--- src/rtl/edo_ctrl_pkg.sv ---
package edo_ctrl_pkg;

  typedef enum logic [3:0] {
    ST_IDLE,    // row closed and precharged
    ST_ROWSET,  // row address set up, row strobe still high
    ST_RCD,     // row strobe low, waiting for row-to-column delay
    ST_COLSET,  // column address and write data set up
    ST_CAS,     // column strobe window
    ST_CEND,    // column strobe still low, output enable released
    ST_OPEN,    // row held open, waiting for a page hit
    ST_PRE,     // row strobe high for precharge
    ST_REFCAS,  // refresh: column strobes low before the row strobe
    ST_REFRAS   // refresh: row strobe low
  } seq_state_t;

  typedef enum logic [1:0] {
    NX_IDLE,
    NX_ROW,
    NX_REF
  } after_pre_t;

  function automatic int imax(input int a, input int b);
    return (a > b) ? a : b;
  endfunction

endpackage

--- src/rtl/edo_refresh_timer.sv ---
module edo_refresh_timer #(
  parameter int T_REFI = 1560
) (
  input  logic clk,
  input  logic rst_n,
  input  logic ref_ack,
  output logic ref_pend
);
  localparam int TW = $clog2(T_REFI + 1);

  logic [TW-1:0] tick;
  logic          fire;

  assign fire = (tick == TW'(T_REFI - 1));

  always_ff @(posedge clk or negedge rst_n) begin
    if (!rst_n) begin
      tick     <= '0;
      ref_pend <= 1'b0;
    end else begin
      tick <= fire ? '0 : tick + 1'b1;
      if (fire)         ref_pend <= 1'b1;
      else if (ref_ack) ref_pend <= 1'b0;
    end
  end

  AST_REF_PEND_KEPT: assert property (@(posedge clk) disable iff (!rst_n)
    ref_pend && !ref_ack |=> ref_pend);

endmodule

--- src/rtl/edo_req_latch.sv ---
module edo_req_latch #(
  parameter int ROW_W  = 12,
  parameter int COL_W  = 10,
  parameter int DATA_W = 16
) (
  input  logic                    clk,
  input  logic                    rst_n,
  input  logic                    load,
  input  logic [ROW_W+COL_W-1:0]  req_addr,
  input  logic                    req_write,
  input  logic [DATA_W-1:0]       req_wdata,
  input  logic [DATA_W/8-1:0]     req_be,
  input  logic                    addr_col,
  output logic                    row_hit,
  output logic                    lat_write,
  output logic [DATA_W/8-1:0]     lat_be,
  output logic [DATA_W-1:0]       dq_out,
  output logic [ROW_W-1:0]        dram_addr
);
  localparam int ADDR_W = ROW_W + COL_W;

  logic [ROW_W-1:0] lat_row;
  logic [COL_W-1:0] lat_col;

  always_ff @(posedge clk or negedge rst_n) begin
    if (!rst_n) begin
      lat_row   <= '0;
      lat_col   <= '0;
      lat_write <= 1'b0;
      lat_be    <= '0;
      dq_out    <= '0;
    end else if (load) begin
      lat_row   <= req_addr[ADDR_W-1:COL_W];
      lat_col   <= req_addr[COL_W-1:0];
      lat_write <= req_write;
      lat_be    <= req_be;
      dq_out    <= req_wdata;
    end
  end

  // the latched row equals the open row whenever the sequencer holds a row open
  assign row_hit   = (req_addr[ADDR_W-1:COL_W] == lat_row);
  assign dram_addr = addr_col ? ROW_W'(lat_col) : lat_row;

endmodule

--- src/rtl/edo_lane_cas.sv ---
module edo_lane_cas #(
  parameter int LANES = 2
) (
  input  logic             cas_act,
  input  logic             ref_cyc,
  input  logic             write,
  input  logic [LANES-1:0] be,
  output logic [LANES-1:0] cas_n
);
  for (genvar i = 0; i < LANES; i++) begin : g_lane
    assign cas_n[i] = !(cas_act && (ref_cyc || !write || be[i]));
  end
endmodule

--- src/rtl/edo_sequencer.sv ---
module edo_sequencer
  import edo_ctrl_pkg::*;
#(
  parameter int T_RCD     = 2,
  parameter int T_CAS     = 2,
  parameter int T_RP      = 3,
  parameter int T_CSR     = 1,
  parameter int T_RAS_REF = 5
) (
  input  logic clk,
  input  logic rst_n,
  input  logic req_valid,
  input  logic row_hit,
  input  logic ref_pend,
  input  logic lat_write,
  output logic req_ready,
  output logic load,
  output logic ref_ack,
  output logic ras_n,
  output logic cas_act,
  output logic ref_cyc,
  output logic addr_col,
  output logic we_n,
  output logic oe_n,
  output logic dq_oe,
  output logic cap
);
  localparam int TMAX  = imax(imax(imax(T_RCD, T_CAS), imax(T_RP, T_CSR)), T_RAS_REF);
  localparam int CNT_W = $clog2(TMAX + 1);

  seq_state_t       state, state_nx;
  after_pre_t       goal, goal_nx;
  logic [CNT_W-1:0] cnt, cnt_nx;
  logic             cnt_done;
  logic             wr_phase;

  assign cnt_done = (cnt == '0);

  always_comb begin
    state_nx = state;
    goal_nx  = goal;
    cnt_nx   = cnt_done ? cnt : cnt - 1'b1;
    load     = 1'b0;
    ref_ack  = 1'b0;
    unique case (state)
      ST_IDLE: begin
        if (ref_pend) begin
          state_nx = ST_REFCAS;
          cnt_nx   = CNT_W'(T_CSR - 1);
          ref_ack  = 1'b1;
        end else if (req_valid) begin
          load     = 1'b1;
          state_nx = ST_ROWSET;
        end
      end
      ST_ROWSET: begin
        state_nx = ST_RCD;
        cnt_nx   = CNT_W'(T_RCD - 1);
      end
      ST_RCD: if (cnt_done) state_nx = ST_COLSET;
      ST_COLSET: begin
        state_nx = ST_CAS;
        cnt_nx   = CNT_W'(T_CAS - 1);
      end
      ST_CAS:  if (cnt_done) state_nx = ST_CEND;
      ST_CEND: state_nx = ST_OPEN;
      ST_OPEN: begin
        if (ref_pend) begin
          state_nx = ST_PRE;
          goal_nx  = NX_REF;
          cnt_nx   = CNT_W'(T_RP - 1);
        end else if (req_valid) begin
          load = 1'b1;
          if (row_hit) begin
            state_nx = ST_COLSET;
          end else begin
            state_nx = ST_PRE;
            goal_nx  = NX_ROW;
            cnt_nx   = CNT_W'(T_RP - 1);
          end
        end
      end
      ST_PRE: begin
        if (cnt_done) begin
          unique case (goal)
            NX_ROW: state_nx = ST_ROWSET;
            NX_REF: begin
              state_nx = ST_REFCAS;
              cnt_nx   = CNT_W'(T_CSR - 1);
              ref_ack  = 1'b1;
            end
            default: state_nx = ST_IDLE;
          endcase
        end
      end
      ST_REFCAS: begin
        if (cnt_done) begin
          state_nx = ST_REFRAS;
          cnt_nx   = CNT_W'(T_RAS_REF - 1);
        end
      end
      ST_REFRAS: begin
        if (cnt_done) begin
          state_nx = ST_PRE;
          goal_nx  = NX_IDLE;
          cnt_nx   = CNT_W'(T_RP - 1);
        end
      end
      default: state_nx = ST_IDLE;
    endcase
  end

  always_ff @(posedge clk or negedge rst_n) begin
    if (!rst_n) begin
      state <= ST_IDLE;
      goal  <= NX_IDLE;
      cnt   <= '0;
    end else begin
      state <= state_nx;
      goal  <= goal_nx;
      cnt   <= cnt_nx;
    end
  end

  // pin decode from the registered state
  assign ras_n    = !(state inside {ST_RCD, ST_COLSET, ST_CAS, ST_CEND, ST_OPEN, ST_REFRAS});
  assign cas_act  = state inside {ST_CAS, ST_CEND, ST_REFCAS, ST_REFRAS};
  assign ref_cyc  = state inside {ST_REFCAS, ST_REFRAS};
  assign addr_col = state inside {ST_COLSET, ST_CAS, ST_CEND, ST_OPEN};
  assign wr_phase = lat_write && (state inside {ST_COLSET, ST_CAS, ST_CEND});
  assign we_n     = !wr_phase;
  assign dq_oe    = wr_phase;
  assign oe_n     = !(!lat_write && state == ST_CAS);
  assign cap      = !lat_write && state == ST_CAS && cnt_done;
  assign req_ready = (state == ST_IDLE || state == ST_OPEN) && !ref_pend;

  // run length of the row strobe high, for the precharge check
  logic [CNT_W-1:0] hi_run;
  always_ff @(posedge clk or negedge rst_n) begin
    if (!rst_n)                       hi_run <= CNT_W'(T_RP);
    else if (!ras_n)                  hi_run <= '0;
    else if (hi_run < CNT_W'(T_RP))   hi_run <= hi_run + 1'b1;
  end

  AST_PRECHARGE_MIN: assert property (@(posedge clk) disable iff (!rst_n)
    $fell(ras_n) |-> hi_run >= CNT_W'(T_RP));
  AST_WE_OE_EXCLUSIVE: assert property (@(posedge clk) disable iff (!rst_n)
    !we_n |-> oe_n);
  AST_OE_AROUND_CAS_RISE: assert property (@(posedge clk) disable iff (!rst_n)
    $fell(cas_act) |-> oe_n && $past(oe_n));
  AST_READY_NO_STROBE: assert property (@(posedge clk) disable iff (!rst_n)
    req_ready |-> !cas_act);
  AST_REF_ROW_CLOSED: assert property (@(posedge clk) disable iff (!rst_n)
    ref_ack |-> ras_n && !cas_act);

endmodule

--- src/rtl/edo_mem_ctrl.sv ---
module edo_mem_ctrl #(
  parameter int ROW_W     = 12,
  parameter int COL_W     = 10,
  parameter int DATA_W    = 16,
  parameter int T_RCD     = 2,
  parameter int T_CAS     = 2,
  parameter int T_RP      = 3,
  parameter int T_CSR     = 1,
  parameter int T_RAS_REF = 5,
  parameter int T_REFI    = 1560
) (
  input  logic                    clk,
  input  logic                    rst_n,
  input  logic                    req_valid,
  output logic                    req_ready,
  input  logic [ROW_W+COL_W-1:0]  req_addr,
  input  logic                    req_write,
  input  logic [DATA_W-1:0]       req_wdata,
  input  logic [DATA_W/8-1:0]     req_be,
  output logic                    rd_valid,
  output logic [DATA_W-1:0]       rd_data,
  output logic [ROW_W-1:0]        dram_addr,
  output logic                    dram_ras_n,
  output logic                    dram_cas_l_n,
  output logic                    dram_cas_h_n,
  output logic                    dram_we_n,
  output logic                    dram_oe_n,
  output logic [DATA_W-1:0]       dram_dq_out,
  output logic                    dram_dq_oe,
  input  logic [DATA_W-1:0]       dram_dq_in
);
  localparam int LANES = DATA_W / 8;

  logic             row_hit, lat_write, load, ref_pend, ref_ack;
  logic             cas_act, ref_cyc, addr_col, cap;
  logic [LANES-1:0] lat_be, cas_n;

  edo_refresh_timer #(.T_REFI(T_REFI)) u_timer (
    .clk(clk), .rst_n(rst_n), .ref_ack(ref_ack), .ref_pend(ref_pend)
  );

  edo_req_latch #(.ROW_W(ROW_W), .COL_W(COL_W), .DATA_W(DATA_W)) u_latch (
    .clk(clk), .rst_n(rst_n), .load(load), .req_addr(req_addr),
    .req_write(req_write), .req_wdata(req_wdata), .req_be(req_be),
    .addr_col(addr_col), .row_hit(row_hit), .lat_write(lat_write),
    .lat_be(lat_be), .dq_out(dram_dq_out), .dram_addr(dram_addr)
  );

  edo_sequencer #(
    .T_RCD(T_RCD), .T_CAS(T_CAS), .T_RP(T_RP), .T_CSR(T_CSR), .T_RAS_REF(T_RAS_REF)
  ) u_seq (
    .clk(clk), .rst_n(rst_n), .req_valid(req_valid), .row_hit(row_hit),
    .ref_pend(ref_pend), .lat_write(lat_write), .req_ready(req_ready),
    .load(load), .ref_ack(ref_ack), .ras_n(dram_ras_n), .cas_act(cas_act),
    .ref_cyc(ref_cyc), .addr_col(addr_col), .we_n(dram_we_n),
    .oe_n(dram_oe_n), .dq_oe(dram_dq_oe), .cap(cap)
  );

  edo_lane_cas #(.LANES(LANES)) u_lanes (
    .cas_act(cas_act), .ref_cyc(ref_cyc), .write(lat_write), .be(lat_be), .cas_n(cas_n)
  );

  assign dram_cas_l_n = cas_n[0];
  assign dram_cas_h_n = cas_n[LANES-1];

  always_ff @(posedge clk or negedge rst_n) begin
    if (!rst_n) begin
      rd_valid <= 1'b0;
      rd_data  <= '0;
    end else begin
      rd_valid <= cap;
      if (cap) rd_data <= dram_dq_in;
    end
  end

  AST_RVALID_PULSE: assert property (@(posedge clk) disable iff (!rst_n)
    rd_valid |=> !rd_valid);
  AST_CBR_BOTH_LANES: assert property (@(posedge clk) disable iff (!rst_n)
    $fell(dram_ras_n) && !dram_cas_l_n |-> !dram_cas_h_n && $past(!dram_cas_l_n));

endmodule

--- config.mk ---
export PLATFORM = sky130hd
export DESIGN_NAME = edo_mem_ctrl
export DESIGN_NICKNAME = d
export VERILOG_FILES = /design/src/rtl/edo_ctrl_pkg.sv /design/src/rtl/edo_refresh_timer.sv /design/src/rtl/edo_req_latch.sv /design/src/rtl/edo_lane_cas.sv /design/src/rtl/edo_sequencer.sv /design/src/rtl/edo_mem_ctrl.sv
export SDC_FILE = /design/constraint.sdc
export NUM_CORES = 1
export LEC_CHECK = 0
export BUFFER_PORTS_ARGS = -buffer_cell sky130_fd_sc_hd__buf_2
export CELL_PAD_IN_SITES_DETAIL_PLACEMENT = 2
export CELL_PAD_IN_SITES_GLOBAL_PLACEMENT = 2
export CORE_MARGIN = 2
export CORE_UTILIZATION = 30
export CTS_CLUSTER_SIZE = 12
export DETAILED_ROUTE_END_ITERATION = 10
export HOLD_SLACK_MARGIN = 0.03
export PLACE_DENSITY_LB_ADDON = 0.3
export SYNTH_ARGS = -nofsm -noshare
export SYNTH_HDL_FRONTEND = slang
export SYNTH_SLANG_ARGS = --single-unit
export TNS_END_PERCENT = 20
--- constraint.sdc ---
create_clock -name clk -period 2 [get_ports clk]
set_clock_uncertainty 0.2 [all_clocks]
set_input_delay 0.2 -clock clk [delete_from_list [all_inputs] [get_ports clk]]
set_output_delay 0.2 -clock clk [all_outputs]
set_load 0.03 [all_outputs]
==> results.txt <==
----------------------------------------------------
[Place]
  Area post-placement ... 0.004860 sq mm
  # placed instances ... between 600 and 700
  Post-place setup slack ... -0.1349 ns
  Estimated wirelength of the detail-placed design ... between 7000 and 8000 um
  Number of input and output port buffers inserted ... 111
  GP Congestion ... approximately 0.78

[Min path]
  Hold Path Class ... in -> reg

[Synth]
  Warning count from the yosys run ... 0
  Number of flip-flops and latches in the synthesized netlist ... between 70 and 80
  Biggest area consumer among synthesized cells ... sky130_fd_sc_hd__dfrtp_1
  Count of flip-flops with a built-in enable after synthesis ... 0
  Async set-reset flop share out of synthesis ... 100.0%
  Flip-flop cell with the highest count after synthesis ... sky130_fd_sc_hd__dfrtp_1
  Synth unique cells ... 48
  Area share of the largest cell type after synthesis ... roughly half
  Synth Net Count ... 380
  Number of instances in the synthesized netlist ... 316
  Synth top area cells ... sky130_fd_sc_hd__dfrtp_1 (52%), sky130_fd_sc_hd__mux2_2 (19%), sky130_fd_sc_hd__xor2_1 (4.4%)
  Sequential-to-total area share from yosys stat ... 51.92%
  Mapped Area ... about 0.0038 sq mm
  Synthesized area per cell ... 12.05 sq um

[Floorplanning]
  Core Footprint ... 0.01252 sq mm
  Ports placed on the boundary ... 112
  Floorplan die area ... 0.01361 sq mm
  X dimension of the die ... between 100 and 150 um
  Num rows ... ~40
  Die Ht ... 116.7 um
  Initial core utilization ... 30.42%

[Clock tree]
  H-tree level count ... 3
  Clock buffers created by TritonCTS ... 9
  Worst-path clk slew ... 0.07 ns
  Root buf cell ... sky130_fd_sc_hd__clkbuf_16
  CTS tree ... yes
  Clock net sink count ... 79
  Maximum buffer depth of the clock tree ... 2
  Source-to-sink clock delay at the later pin of the worst-skew pair ... approximately 0.36 ns

[Outcome]
  Failing checks ... setup timing
  Run status ... complete, but fails checks

[Critical path]
  Top delay family on crit path ... flip-flops
  Crit path arrival time ... between 1.5 and 2 ns
  Delay of the slowest cell on the worst path ... 0.44 ns
  CP max-delay cell ... sky130_fd_sc_hd__dfrtp_2
  Critical path start-end classification ... reg -> out
  Critical-path cell list ... nand2_4 -> xnor2_4 -> nor2_4 -> buf_8 -> mux2_4 -> buf_6
  Setup crit start kind ... flop
  Crit path max fanout ... 6
  Buffers & Inverters on Critical Path ... 2
  Required @ worst endpoint ... 1.60 ns
  Critical path capture point type ... output pin

[Power]
  Switching Fraction ... 44.52%
  Combinational power share ... 61.1%
  Highest ir drop seen on vdd ... 1.148 mV
  Portion of total power attributed to the clock network ... 14.9%
  Leakage power figure ... 2.831 nW
  Total Power ... 11.60 mW
  Relative contribution of sequential cells to total power ... 24.0%
  Net switching power of the design ... 5.163 mW
  Power per unit of standard cell area ... 1885 mW/mm^2
  Internal power of the cells ... 6.434 mW

[Global routing]
  Maximum number of pins on one net before global-route repair ... 45
  Total overflow reported by the global router ... 0
  Number of global-route vias before repair ... 4100
  First-pass GRT wire length ... 23840 um
  GRT Total Usage ... between 20% and 30%
  Number of antenna violations at the first check in global routing ... 1

[Drt]
  Average via count per standard cell ... slightly below 5
  Routed length per instance ... 22.96 um
  Number of iterations in the first detailed-routing pass ... 4
  Final antenna-violating net count ... 0
  Count of unresolved DRC violations after routing ... 0
  Violation count after the first detailed-route iteration ... 126
  Final wirelength ... 16140 um
  Total via count in the routed design ... 3418

[Timing]
  Maximum frequency from static timing analysis ... 0.4464 GHz
  Number of setup violations in the final report ... 79
  Unrepaired setup endpoints after global routing ... true
  Final hold violations ... 0
  Final worst-path cycle share ... 112.0%
  Worst-case hold slack ... 0.1663 ns
  Accumulated negative setup slack ... -9.473 ns
  Post-route minimum period ... 2.240 ns
  Actual slew at the worst max-slew pin ... roughly 0.41 ns
  Final Worst Setup Slack ... -0.2400 ns
  Tightest slew margin relative to the limit ... 72.61%
  Number of pins with negative max-slew slack in the final report ... 0

[Finish]
  Final core area utilization ... 49.15%
  Count of antenna diodes in the layout ... 0
  Layout net count ... 591
  Post-route non-filler standard cell count ... 703
  Finished layout cell area ... 0.006152 sq mm
  Synthesis-to-layout area growth ... 61.58%
  Share of cells above drive strength 1 ... 52.35%

[Flow run]
  Max-cap check violation count ... 0

----------------------------------------------------
path summary, 6_finish.rpt:
check,from,endpoint,slack (ns),depth (start not counted)
min in group asynchronous,rst_n,u_latch.dq_out[8],0.19,3
max in group asynchronous,rst_n,u_timer.tick[6],0.68,3
worst min-delay path,req_valid,u_seq.cnt[2],0.17,3
worst max register to register,u_seq.state[1],u_seq.state[0],-0.23,6
worst max-delay path,u_seq.state[1],dram_addr[1],-0.24,6
worst min register to register,u_timer.tick[8],u_timer.tick[8],0.30,1
sequential cells by signal, summed over array words and instances (netlist names):
register / flops
rd_data: 16
u_latch.lat_col: 10
u_timer.ref_pend: 1
u_latch.lat_row: 12
rd_valid: 1
u_latch.lat_be: 2
u_seq.state: 4
u_latch.dq_out: 16
u_timer.tick: 11
u_seq.goal: 2
u_seq.cnt: 3
u_latch.lat_write: 1
synth_stat cells, types with 2 or more instances:
cell type and number:
sky130_fd_sc_hd__a21oi_1 12, sky130_fd_sc_hd__o21ai_0 8, sky130_fd_sc_hd__or3_1 3, sky130_fd_sc_hd__ha_1 4
sky130_fd_sc_hd__nand2b_1 4, sky130_fd_sc_hd__buf_2 9, sky130_fd_sc_hd__xnor2_1 3, sky130_fd_sc_hd__nor2b_1 6
sky130_fd_sc_hd__xor2_1 19, sky130_fd_sc_hd__nor3_1 6, sky130_fd_sc_hd__inv_1 7, sky130_fd_sc_hd__mux2_2 65
sky130_fd_sc_hd__o21bai_1 4, sky130_fd_sc_hd__a211oi_1 5, sky130_fd_sc_hd__nand2_1 14, sky130_fd_sc_hd__nand3b_1 3
sky130_fd_sc_hd__dfrtp_1 79, sky130_fd_sc_hd__nand4_1 3, sky130_fd_sc_hd__mux2_1 3, sky130_fd_sc_hd__clkbuf_1 4
sky130_fd_sc_hd__nand3_1 7, sky130_fd_sc_hd__and3_1 3, sky130_fd_sc_hd__nor4_1 3, sky130_fd_sc_hd__buf_4 2
sky130_fd_sc_hd__nor2_1 17
timing repair:
| item | 4_1_cts | 5_1_grt |
|---|---|---|
| hold endpoints to repair | 137 | 0 |
| buffers inserted | 7 | 4 |
| pin swaps | 7 | 7 |
| resized for setup | 53 | 37 |
| setup endpoints to repair | 20 | 86 |
| hold buffers | 60 | 0 |
| gates cloned | 1 | 0 |
layout make-up:
class / instances / area, sq um
flip-flops and latches: 79 / 1981
multi-input cells: 213 / 1949
well taps: 172 / 215.2
clock buffers: 11 / 232.7
fillers: 1279 / 6365
repair buffers: 216 / 1685
inverters: 8 / 32.53
clock inverters: 4 / 56.30
worst register-to-register path: cells and delay by family, from the launching register on:
kind | cells | cell delay [ns]
xor+xnor | 1 | 0.17
mux | 1 | 0.29
compound gates | 2 | 0.38
buf+inv | 1 | 0.18
flops | 1 | 0.46
simple gates | 1 | 0.44
placed cells by master, fill, tap and decap left out, types with 5 or more instances in the layout:
cell and count:
sky130_fd_sc_hd__nor2_1 12, sky130_fd_sc_hd__clkbuf_16 9, sky130_fd_sc_hd__mux2_4 11, sky130_fd_sc_hd__buf_12 5
sky130_fd_sc_hd__dlygate4sd3_1 60, sky130_fd_sc_hd__xor2_1 19, sky130_fd_sc_hd__dfrtp_1 76, sky130_fd_sc_hd__nand3_1 7
sky130_fd_sc_hd__buf_6 17, sky130_fd_sc_hd__a211oi_2 5, sky130_fd_sc_hd__nand2_1 11, sky130_fd_sc_hd__a21oi_1 9
sky130_fd_sc_hd__buf_4 37, sky130_fd_sc_hd__mux2_2 55, sky130_fd_sc_hd__buf_2 94, sky130_fd_sc_hd__o21ai_0 7
logic make-up (layout without fill, tap and decap cells):
kind of cell	after synthesis	after routing	synth area share, %
AOI/OAI and AO/OA	43	43	7.723
xor gates and xnor gates	22	22	5.061
adders and majority gates	4	4	1.315
buffers and inverters	24	239	3.056
DFF	79	79	51.92
muxes	68	68	20.11
and+or+nand+nor	76	76	10.81
power groups by stage:
stage               Clock [mW]  Combinational [mW]  Sequential (mW)
global route              1.82                7.44             2.85
global placement             0                5.20             2.66
finish                    1.73                7.09             2.78
detailed placement           0                5.33             2.73
floorplan                    0                3.01             3.27
CTS                       1.72                6.52             2.70
routing by layer:
| layer | global-route usage (%) | vias up | part of all wire (%) | routed length (um) |
|---|---|---|---|---|
| met4 | 9.725 | 2 | 2.3 | 376 |
| met3 | 6.124 | 26 | 3.0 | 486 |
| li1 | - | 1543 | - | - |
| met1 | 25.95 | 1767 | 38 | 6168 |
| met5 | 0 | - | 0.043 | 7 |
| met2 | 44.73 | 80 | 56 | 9103 |
Power figures use the tool's default switching activity.
